File: src/rtl/can_ef_pkg.sv
package can_ef_pkg;

  typedef enum logic [2:0] {
    EF_IDLE,
    EF_ARM,
    EF_ACTIVE,
    EF_PASSIVE,
    EF_DELIM,
    EF_REJOIN
  } ef_state_t;

endpackage

File: src/rtl/ef_mode_eval.sv
module ef_mode_eval #(
  parameter int CNT_W = 9,
  parameter int LIMIT = 127
) (
  input  logic             clk,
  input  logic             rst,
  input  logic [CNT_W-1:0] tec,
  input  logic [CNT_W-1:0] rec,
  output logic             passive_now,
  output logic             err_passive
);
  localparam logic [CNT_W-1:0] LIM = CNT_W'(LIMIT);

  assign passive_now = (tec > LIM) || (rec > LIM);

  always_ff @(posedge clk) begin
    if (rst) err_passive <= 1'b0;
    else     err_passive <= passive_now;
  end
endmodule

File: src/rtl/ef_run_counter.sv
// Counts a run of bus samples. EQUAL_MODE=1 counts samples that equal the
// previous one; EQUAL_MODE=0 counts consecutive ones (recessive samples).
module ef_run_counter #(
  parameter int W          = 4,
  parameter bit EQUAL_MODE = 1'b1
) (
  input  logic         clk,
  input  logic         rst,
  input  logic         clr,
  input  logic         step,
  input  logic         rx,
  output logic [W-1:0] run_next
);
  localparam logic [W-1:0] MAXV = '1;
  localparam logic [W-1:0] ONE  = W'(1);

  logic [W-1:0] run;
  logic [W-1:0] run_inc;

  assign run_inc = (run == MAXV) ? MAXV : run + ONE;

  generate
    if (EQUAL_MODE) begin : g_equal
      logic prev;
      assign run_next = ((run == '0) || (rx != prev)) ? ONE : run_inc;
      always_ff @(posedge clk) begin
        if (rst)       prev <= 1'b1;
        else if (step) prev <= rx;
      end
    end else begin : g_recessive
      assign run_next = rx ? run_inc : '0;
    end
  endgenerate

  always_ff @(posedge clk) begin
    if (rst || clr) run <= '0;
    else if (step)  run <= run_next;
  end
endmodule

File: src/rtl/can_errflag_unit.sv
module can_errflag_unit #(
  parameter int CNT_W         = 9,
  parameter int PASSIVE_LIMIT = 127,
  parameter int FLAG_BITS     = 6,
  parameter int DELIM_BITS    = 8,
  parameter int REJOIN_BITS   = 6
) (
  input  logic             clk,
  input  logic             rst,
  input  logic             bit_stb,
  input  logic             rx_bit,
  input  logic             err_det,
  input  logic [CNT_W-1:0] tx_err_cnt,
  input  logic [CNT_W-1:0] rx_err_cnt,
  output logic             tx_bit,
  output logic             busy,
  output logic             err_passive,
  output logic             rejoin_ok
);
  import can_ef_pkg::*;

  localparam int MAX_A  = (FLAG_BITS > DELIM_BITS) ? FLAG_BITS : DELIM_BITS;
  localparam int MAXLEN = (MAX_A > REJOIN_BITS) ? MAX_A : REJOIN_BITS;
  localparam int RUN_W  = $clog2(MAXLEN + 1);
  localparam logic [RUN_W-1:0] FLAG_N   = RUN_W'(FLAG_BITS);
  localparam logic [RUN_W-1:0] DELIM_N  = RUN_W'(DELIM_BITS);
  localparam logic [RUN_W-1:0] REJOIN_N = RUN_W'(REJOIN_BITS);

  ef_state_t        state_q, state_d;
  logic             mode_q;
  logic             passive_now;
  logic             advance;
  logic             finish;
  logic [RUN_W-1:0] flag_next, eq_next, rec_next;

  ef_mode_eval #(.CNT_W(CNT_W), .LIMIT(PASSIVE_LIMIT)) u_mode (
    .clk(clk), .rst(rst), .tec(tx_err_cnt), .rec(rx_err_cnt),
    .passive_now(passive_now), .err_passive(err_passive)
  );

  // active flag length: counts bit times, input tied recessive
  ef_run_counter #(.W(RUN_W), .EQUAL_MODE(1'b0)) u_flag_len (
    .clk(clk), .rst(rst), .clr(advance),
    .step(bit_stb && (state_q == EF_ACTIVE)),
    .rx(1'b1), .run_next(flag_next)
  );

  // passive flag: equal-polarity run on the bus
  ef_run_counter #(.W(RUN_W), .EQUAL_MODE(1'b1)) u_eq_run (
    .clk(clk), .rst(rst), .clr(advance),
    .step(bit_stb && (state_q == EF_PASSIVE)),
    .rx(rx_bit), .run_next(eq_next)
  );

  // delimiter and rejoin wait: recessive run on the bus
  ef_run_counter #(.W(RUN_W), .EQUAL_MODE(1'b0)) u_rec_run (
    .clk(clk), .rst(rst), .clr(advance),
    .step(bit_stb && ((state_q == EF_DELIM) || (state_q == EF_REJOIN))),
    .rx(rx_bit), .run_next(rec_next)
  );

  always_comb begin
    state_d = state_q;
    finish  = 1'b0;
    unique case (state_q)
      EF_IDLE:    if (err_det) state_d = EF_ARM;
      EF_ARM:     if (bit_stb) state_d = mode_q ? EF_PASSIVE : EF_ACTIVE;
      EF_ACTIVE:  if (bit_stb && (flag_next == FLAG_N)) state_d = EF_DELIM;
      EF_PASSIVE: if (bit_stb && (eq_next == FLAG_N)) state_d = EF_DELIM;
      EF_DELIM: begin
        if (bit_stb && (rec_next == DELIM_N)) begin
          if (mode_q) begin
            state_d = EF_REJOIN;
          end else begin
            state_d = EF_IDLE;
            finish  = 1'b1;
          end
        end
      end
      EF_REJOIN: begin
        if (bit_stb && (rec_next == REJOIN_N)) begin
          state_d = EF_IDLE;
          finish  = 1'b1;
        end
      end
      default: state_d = EF_IDLE;
    endcase
  end

  assign advance = (state_d != state_q);

  always_ff @(posedge clk) begin
    if (rst) begin
      state_q   <= EF_IDLE;
      mode_q    <= 1'b0;
      tx_bit    <= 1'b1;
      busy      <= 1'b0;
      rejoin_ok <= 1'b0;
    end else begin
      state_q <= state_d;
      busy    <= (state_d != EF_IDLE);
      tx_bit  <= (state_d != EF_ACTIVE);
      if ((state_q == EF_IDLE) && err_det) mode_q <= passive_now;
      if (finish)       rejoin_ok <= 1'b1;
      else if (bit_stb) rejoin_ok <= 1'b0;
    end
  end
endmodule

File: config.mk
export PLATFORM = sky130hd
export DESIGN_NAME = can_errflag_unit
export DESIGN_NICKNAME = d
export VERILOG_FILES = /design/src/rtl/can_ef_pkg.sv /design/src/rtl/ef_mode_eval.sv /design/src/rtl/ef_run_counter.sv /design/src/rtl/can_errflag_unit.sv
export SDC_FILE = /design/constraint.sdc
export NUM_CORES = 1
export LEC_CHECK = 0
export BUFFER_PORTS_ARGS = -buffer_cell sky130_fd_sc_hd__buf_4
export CELL_PAD_IN_SITES_DETAIL_PLACEMENT = 0
export CELL_PAD_IN_SITES_GLOBAL_PLACEMENT = 1
export CORE_AREA = 2 2 60 62
export DETAILED_ROUTE_END_ITERATION = 10
export DIE_AREA = 0 0 62 64
export GPL_TIMING_DRIVEN = 0
export HOLD_SLACK_MARGIN = 0.1
export PLACE_DENSITY_LB_ADDON = 0.05
export SLEW_MARGIN = 40
export SYNTH_ARGS = -nofsm -noshare
export SYNTH_HDL_FRONTEND = slang
export SYNTH_SLANG_ARGS = --single-unit
File: constraint.sdc
create_clock -name clk -period 4.9 [get_ports clk]
set_input_delay 0.98 -clock clk [delete_from_list [all_inputs] [get_ports clk]]
set_output_delay 0.98 -clock clk [all_outputs]
set_load 0.03 [all_outputs]
# Word-level counts from Yosys, hierarchy flattened
# Cells that the tools add are included.
totals:
  reg_bits: 21
  latch_bits: 0
  ramBits: 0
  rom_bits: 0
  inputBits: 23
  out_inout_bits: 4
  mem_count: 0
op_classes:
  n_addsub: 3
  n_mul: 0
  div_mod_pow: 0
  order_cmp: 2
  n_eq_ne: 15
  shifts: 0
  muxes: 20
  bitwise: 0
  n_reduce_logical: 16
op_table:
  columns: ["cell", "count"]
  rows:
  - ["3-bit 2-to-1 mux", 7]
  - ["4-bit 2-to-1 mux", 5]
  - ["9-bit by 7-bit > comparator with 1-bit output, second input constant", 2]
  - ["3-bit one-hot mux with 6 select lines", 1]
  - ["4-bit equality test, second input constant", 4]
  - ["4-bit by 1-bit adder with 4-bit output, second input constant", 3]
  - ["4-bit by 3-bit equality test with 1-bit output, second input constant", 3]
  - ["1-bit logical AND", 8]
  - ["3-bit by 2-bit equality test with 1-bit output, second input constant", 2]
  - ["3-bit equality test, second input constant", 2]
  - ["1-bit 2-to-1 mux", 6]
  - ["4-bit logical NOT", 1]
  - ["1-bit logical OR", 4]
  - ["3-bit by 1-bit equality test with 1-bit output, second input constant", 1]
  - ["3-bit logical NOT", 1]
  - ["3-bit by 2-bit != test with 1-bit output, second input constant", 1]
  - ["3-bit != test", 1]
  - ["3-bit nonzero test", 1]
  - ["1-bit one-hot mux with 2 select lines", 1]
  - ["2-bit nonzero test", 1]
  - ["1-bit != test", 1]

# Logic depth before layout (Yosys ltp)
logic_depth:
  word_depth: 9
  depth_mapped: 8
  ltp_nobuf: 7

# By module
# From an unflattened synthesis, not the netlist that was laid out.
unflattened:
  hier_cells: 152
  hier_area_um2: 1345.0
modules_own_cells:
  columns: ["mod", "instances", "cells_each", "area_per_inst_um2"]
  rows:
  - ["can_errflag_unit", 1, 57, 485.5]
  - ["ef_run_counter (u_flag_len ...)", 2, 27, 241.5]
  - ["ef_run_counter (u_eq_run)", 1, 38, 331.6]
  - ["ef_mode_eval", 1, 3, 45.0]

# Worst setup path before layout
# Ideal clock, no wire load.
synth_path:
  kind: "input port to flip-flop"
  startpoint: "in bit_stb"
  endpoint: "reg u_eq_run.run[0]"
  setup_ps: 128
  arrival_time_ps: 2050
  required_ps: 4772
  slack_ps: 2722
  cell_stages: 6
  n_path_buf: 1
  path_cell_list: "nand3_1 -> nor3b_1 -> a21o_1 -> and3_1 -> buf_2 -> nor4_2"
synth_between:
  elab_chain_len: 5
synth_rtl:
  columns: ["element", "line_no", "rtl"]
  rows:
  - ["start, declared", "can_errflag_unit.sv:10", "input logic bit_stb,"]
  - ["1-bit logical AND, on equally long branches", null, null]
  - ["3-bit 2-to-1 mux, on equally long branches", null, null]
  - ["3-bit one-hot mux with 6 select lines", "can_errflag_unit.sv:65", "unique case (state_q)"]
  - ["3-bit != test", "can_errflag_unit.sv:90", "assign advance = (state_d != state_q);"]
  - ["1-bit logical OR", "ef_run_counter.sv:36", "if (rst || clr) run <= '0;"]
  - ["end signal, assigned", "ef_run_counter.sv:37", "else if (step) run <= run_next;"]
  - ["end, declared", "ef_run_counter.sv:17", "logic [W-1:0] run;"]
# Parallel ways exist; a longest one is shown, timed or not.
# A chain may end at the register's enable or synchronous reset.

# Worst setup path after layout
layout_path:
  startpoint: "reg u_rec_run.run[0]"
  endpoint: "reg u_rec_run.run[0]"
layout_between:
  elab_chain_len: 9
layout_rtl:
  columns: ["element", "line_no", "rtl"]
  rows:
  - ["start, declared", "ef_run_counter.sv:17", null]
  - ["start signal, assigned", "ef_run_counter.sv:37", null]
  - ["4-bit by 1-bit adder with 4-bit output or 4-bit equality test (tied branches)", "ef_run_counter.sv:20", "assign run_inc = (run == MAXV) ? MAXV : run + ONE;"]
  - ["4-bit 2-to-1 mux (*)", "ef_run_counter.sv:20", null]
  - ["4-bit 2-to-1 mux (*)", "ef_run_counter.sv:31", "assign run_next = rx ? run_inc : '0;"]
  - ["4-bit by 3-bit equality test with 1-bit output or 4-bit equality test (tied branches)", "can_errflag_unit.sv:81, can_errflag_unit.sv:71", null]
  - ["1-bit logical AND, on equally long branches", "can_errflag_unit.sv:81, can_errflag_unit.sv:71", null]
  - ["3-bit 2-to-1 mux, on equally long branches", "can_errflag_unit.sv:81, can_errflag_unit.sv:71", null]
  - ["3-bit one-hot mux with 6 select lines", "can_errflag_unit.sv:65", null]
  - ["3-bit != test", "can_errflag_unit.sv:90", null]
  - ["1-bit logical OR", "ef_run_counter.sv:36", null]
# Every way passes the cells marked *; elsewhere a longest branch is shown, timed or not.

==> Implementation_results.wiki <==
{| class="wikitable"
! Metric !! Value
|-
| Count of port buffers added during placement || 12
|-
| Net switching share of the total power || 28.58%
|-
| Number of nets in the synthesized netlist || 184
|-
| Residual DRC count || 0
|-
| Final critical-path required period || 2.269 ns
|-
| CP Launch Type || flip-flop
|-
| Number of distinct library cell variants in the gate-level netlist after synthesis || 50
|-
| Type of the worst setup path || reg -> reg
|-
| WL final || 3045 µm
|-
| Final-report max-slew violation count || 0
|-
| Routability congestion estimate from global placement || 0.8741
|-
| Cells after synthesis || 157
|-
| Outcome || completed
|-
| Clock network latency to the later pin of the worst-skew pair || 0.30 ns
|-
| H-tree depth reported by CTS || 1
|-
| Final hold violations || 0
|-
| Most used flip-flop cell after synthesis || dfxtp_1
|-
| Top-level I/O count || 27
|-
| Nets@finish || 201
|-
| Yosys synthesis warning count || 0
|-
| Buffers and inverters on the worst path || 1
|-
| Number of iterations in the first detailed-routing pass || 4
|-
| Fraction of the cycle the final worst path needs || 46.31%
|-
| Via count of the routed design || 1262
|-
| Setup repair bufs after CTS || 0
|-
| Min-Delay Path Class || reg -> reg
|-
| Data arrival time of the worst path || 2.47 ns
|-
| Slew @ Worst Pin || 0.7204 ns
|-
| Cell Int Power || 0.0002311 W
|-
| Detail Placement HPWL || 2345 µm
|-
| Clk network pwr share || 26.0%
|-
| Total negative slack || 0 ns
|-
| Fraction of synthesis flops using an asynchronous set or reset pin || 0%
|-
| Slowest Stage Delay on Critical Path || 0.52 ns
|-
| Clock Pin Slew Worst Setup and Hold Paths || 0.12 ns
|-
| Leftover overflow at the end of global routing || 0
|-
| Via-to-Cell Ratio || 5.763
|-
| Switching power summed over all nets || 0.00009250 W
|-
| Overall Global Routing Usage || 17.85%
|-
| Clock sink total || 21
|-
| Worst hold-check slack || 0.4705 ns
|-
| Endpoints failing setup || 0
|-
| Die Footprint || 0.003968 mm²
|-
| CTS hold repair buffers || 0
|-
| Layout area overhead || 12.55%
|-
| Number of enable-type register cells in the synthesized netlist || 0
|-
| Cell Rows || 21
|-
| Cell area after synthesis || 0.001396 mm²
|-
| Post-synthesis average cell area || 8.894 µm²
|-
| Achievable Freq || 0.4407 GHz
|-
| WL per Instance || 13.90 µm
|-
| Number of antenna diodes || 0
|-
| Highest ir drop seen on vdd || 0.09829 mV
|-
| Family with the most delay on the worst path || simple AND/OR/NAND/NOR gates
|-
| Master cell of the clock root buffer || clkbuf_4
|-
| Starting DRT DRC Count || 128
|-
| Fraction of final layout cells sized beyond drive strength 1 || 22.54%
|-
| Highest fanout seen on the critical path || 10
|-
| Cell area power density || 205.9 mW/mm²
|-
| Maximum number of pins on one net before global-route repair || 13
|-
| Headroom to the max-slew limit || 51.60%
|-
| CP required || 5.10 ns
|-
| Seq/Total Area, Yosys || 30.11%
|-
| Via count of the first global-routing pass || 1194
|-
| Total CTS buffers || 3
|-
| Chip width || 62 µm
|-
| Part of the total power dissipated in combinational logic || 18.0%
|-
| Cell-by-cell listing of the critical path || ha_1 -> or4b_1 -> o31a_1 -> o21ai_1 -> buf_4 -> nor4_2
|-
| First-pass GRT wire length || 5444 µm
|-
| Clock tree from TritonCTS || done
|-
| Max-cap check violation count || 0
|-
| Flip-flop and latch count after synthesis || 21
|-
| Starting density of the core || 42.51%
|-
| Filler cell count || 345
|-
| Clk buf depth || 2
|-
| Unrepaired setup endpoints after global routing || no
|-
| Area of the core || 0.003284 mm²
|-
| Initial antenna violation count || 0
|-
| Die Y || 64 µm
|-
| Cts repair resizes || 0
|-
| Sequential share of power || 56.0%
|-
| Final clock skew || 0.001905 ns
|-
| Slowest cell on crit path || or4b_1
|-
| Leakage || 0.5458 nW
|-
| Count of nets left with antenna violations after detail routing || 0
|-
| Endpoint class of the critical path || flip-flop
|}
==> flip-flops by register name, indices dropped and copies added, names as in the netlist <==
register               cells
u_mode.err_passive         1
mode_q                     1
busy                       1
u_eq_run.run               4
u_flag_len.run             4
rejoin_ok                  1
state_q                    3
tx_bit                     1
u_rec_run.run              4
u_eq_run.g_equal.prev      1
==> worst reg2reg max path: stages, from the launching register on <==
cell	delay (ns)
dfxtp_1	0.38
ha_1	0.39
or4b_1	0.52
o31a_1	0.29
o21ai_1	0.24
buf_4	0.27
nor4_2	0.08
==> power groups by stage <==
stage	Combinational [W]	Clock, W	Sequential [W]
after floorplan	0.0000354	0	0.000189
after global placement	0.0000582	0	0.000185
after detailed placement	0.0000586	0	0.000185
after CTS	0.0000588	0.0000882	0.000181
after global routing	0.0000639	0.0000987	0.000183
final	0.0000583	0.0000840	0.000181
==> cells in the mapped netlist, types with 2 or more instances <==
master     n  share of area (%)
dfxtp_1   21                 30
nand2_1   14                3.8
nor4_2     9                8.1
o21ai_0    8                2.9
nand3_1    7                2.5
a21oi_1    6                2.2
inv_1      6                1.6
nand2b_1   6                2.7
nor2_1     6                1.6
a31oi_1    5                2.2
buf_2      5                1.8
nand3b_1   5                2.7
ha_1       4                3.6
mux2i_1    4                2.9
nor3_1     4                1.4
nor3b_1    4                2.2
nor4b_1    4                2.5
nand4_1    3                1.3
a21o_1     2                1.1
and4b_1    2                1.4
o31a_1     2                1.3
xnor2_1    2                1.3
==> routing by layer <==
metal	vias to the layer above	global-route usage, %	share of wire (%)
met5	-	0	0
met2	18	27.21	47
met1	601	24.78	48
met3	7	2.429	3.1
li1	636	-	-
met4	0	7.181	2.6
==> metrics by stage <==
| stage | instances | total power (W) | area (µm²) | util (%) | setup WS, ns |
|---|---|---|---|---|---|
| finish | 219 | 0.0003236 | 1572 | 47.85 | 2.631 |
| global route | 219 | 0.0003454 | 1572 | 47.85 | 2.494 |
| CTS | 219 | 0.0003285 | 1572 | 47.85 | 2.617 |
| detailed placement | 215 | 0.0002440 | 1544 | 47.01 | 2.356 |
| global placement | 215 | 0.0002434 | 1544 | 47.01 | 2.373 |
| floorplan | 157 | 0.0002249 | 1396 | - | 2.722 |
==> layout by cell type, fill, tap and decap left out, drive strengths merged, types with 3 or more instances in the layout <==
master	synthesis	routed
nand3	7	7
nand2	14	14
o21ai	9	9
nor3b	4	4
clkbuf	1	4
nand3b	5	5
nor4b	4	4
nor4	11	11
buf	7	19
nand4	3	3
inv	6	6
a31oi	5	5
a21oi	6	6
dfxtp	21	21
mux2i	4	4
o31a	3	3
ha	4	4
nor2	6	6
nor3	4	4
nand2b	6	6
==> kinds of logic (layout without fill, tap and decap cells) <==
group                    Yosys count  after routing  share of synthesized area [%]
multiplexers                       4              4                          2.867
buffers and inverters             14             30                          5.017
flip-flops                        21             21                          30.11
AO/OA/AOI/OAI                     36             36                          19.36
XOR/XNOR                           3              3                          1.882
AND/OR/NAND/NOR                   75             75                          37.19
adder cells (fa/ha/maj)            4              4                          3.584
==> worst paths after layout <==
kind | start | to | slack [ns] | depth (start not counted)
worst min-delay path | rejoin_ok$_SDFFE_PP0P_ | rejoin_ok$_SDFFE_PP0P_ | 0.47 | 2
worst max-delay path | u_rec_run.run[0]$_SDFFE_PP0P_ | u_rec_run.run[0]$_SDFFE_PP0P_ | 2.63 | 6
worst min register to register | rejoin_ok$_SDFFE_PP0P_ | rejoin_ok$_SDFFE_PP0P_ | 0.47 | 2
worst max register to register | u_rec_run.run[0]$_SDFFE_PP0P_ | u_rec_run.run[0]$_SDFFE_PP0P_ | 2.63 | 6
==> final cells by class <==
class                           count  area, µm²  share of cell area, %
Multi-Input combinational cell    122      905.9                  57.64
Sequential cell                    21      420.4                  26.75
Timing Repair Buffer               12      90.09                  5.732
Tap cell                           46      57.56                  3.662
Buffer                              8      47.55                  3.025
Clock buffer                        3      22.52                  1.433
Inverter                            6      22.52                  1.433
Clock inverter                      1      5.005                 0.3185
Note: power is estimated with default switching activity, not from simulation.
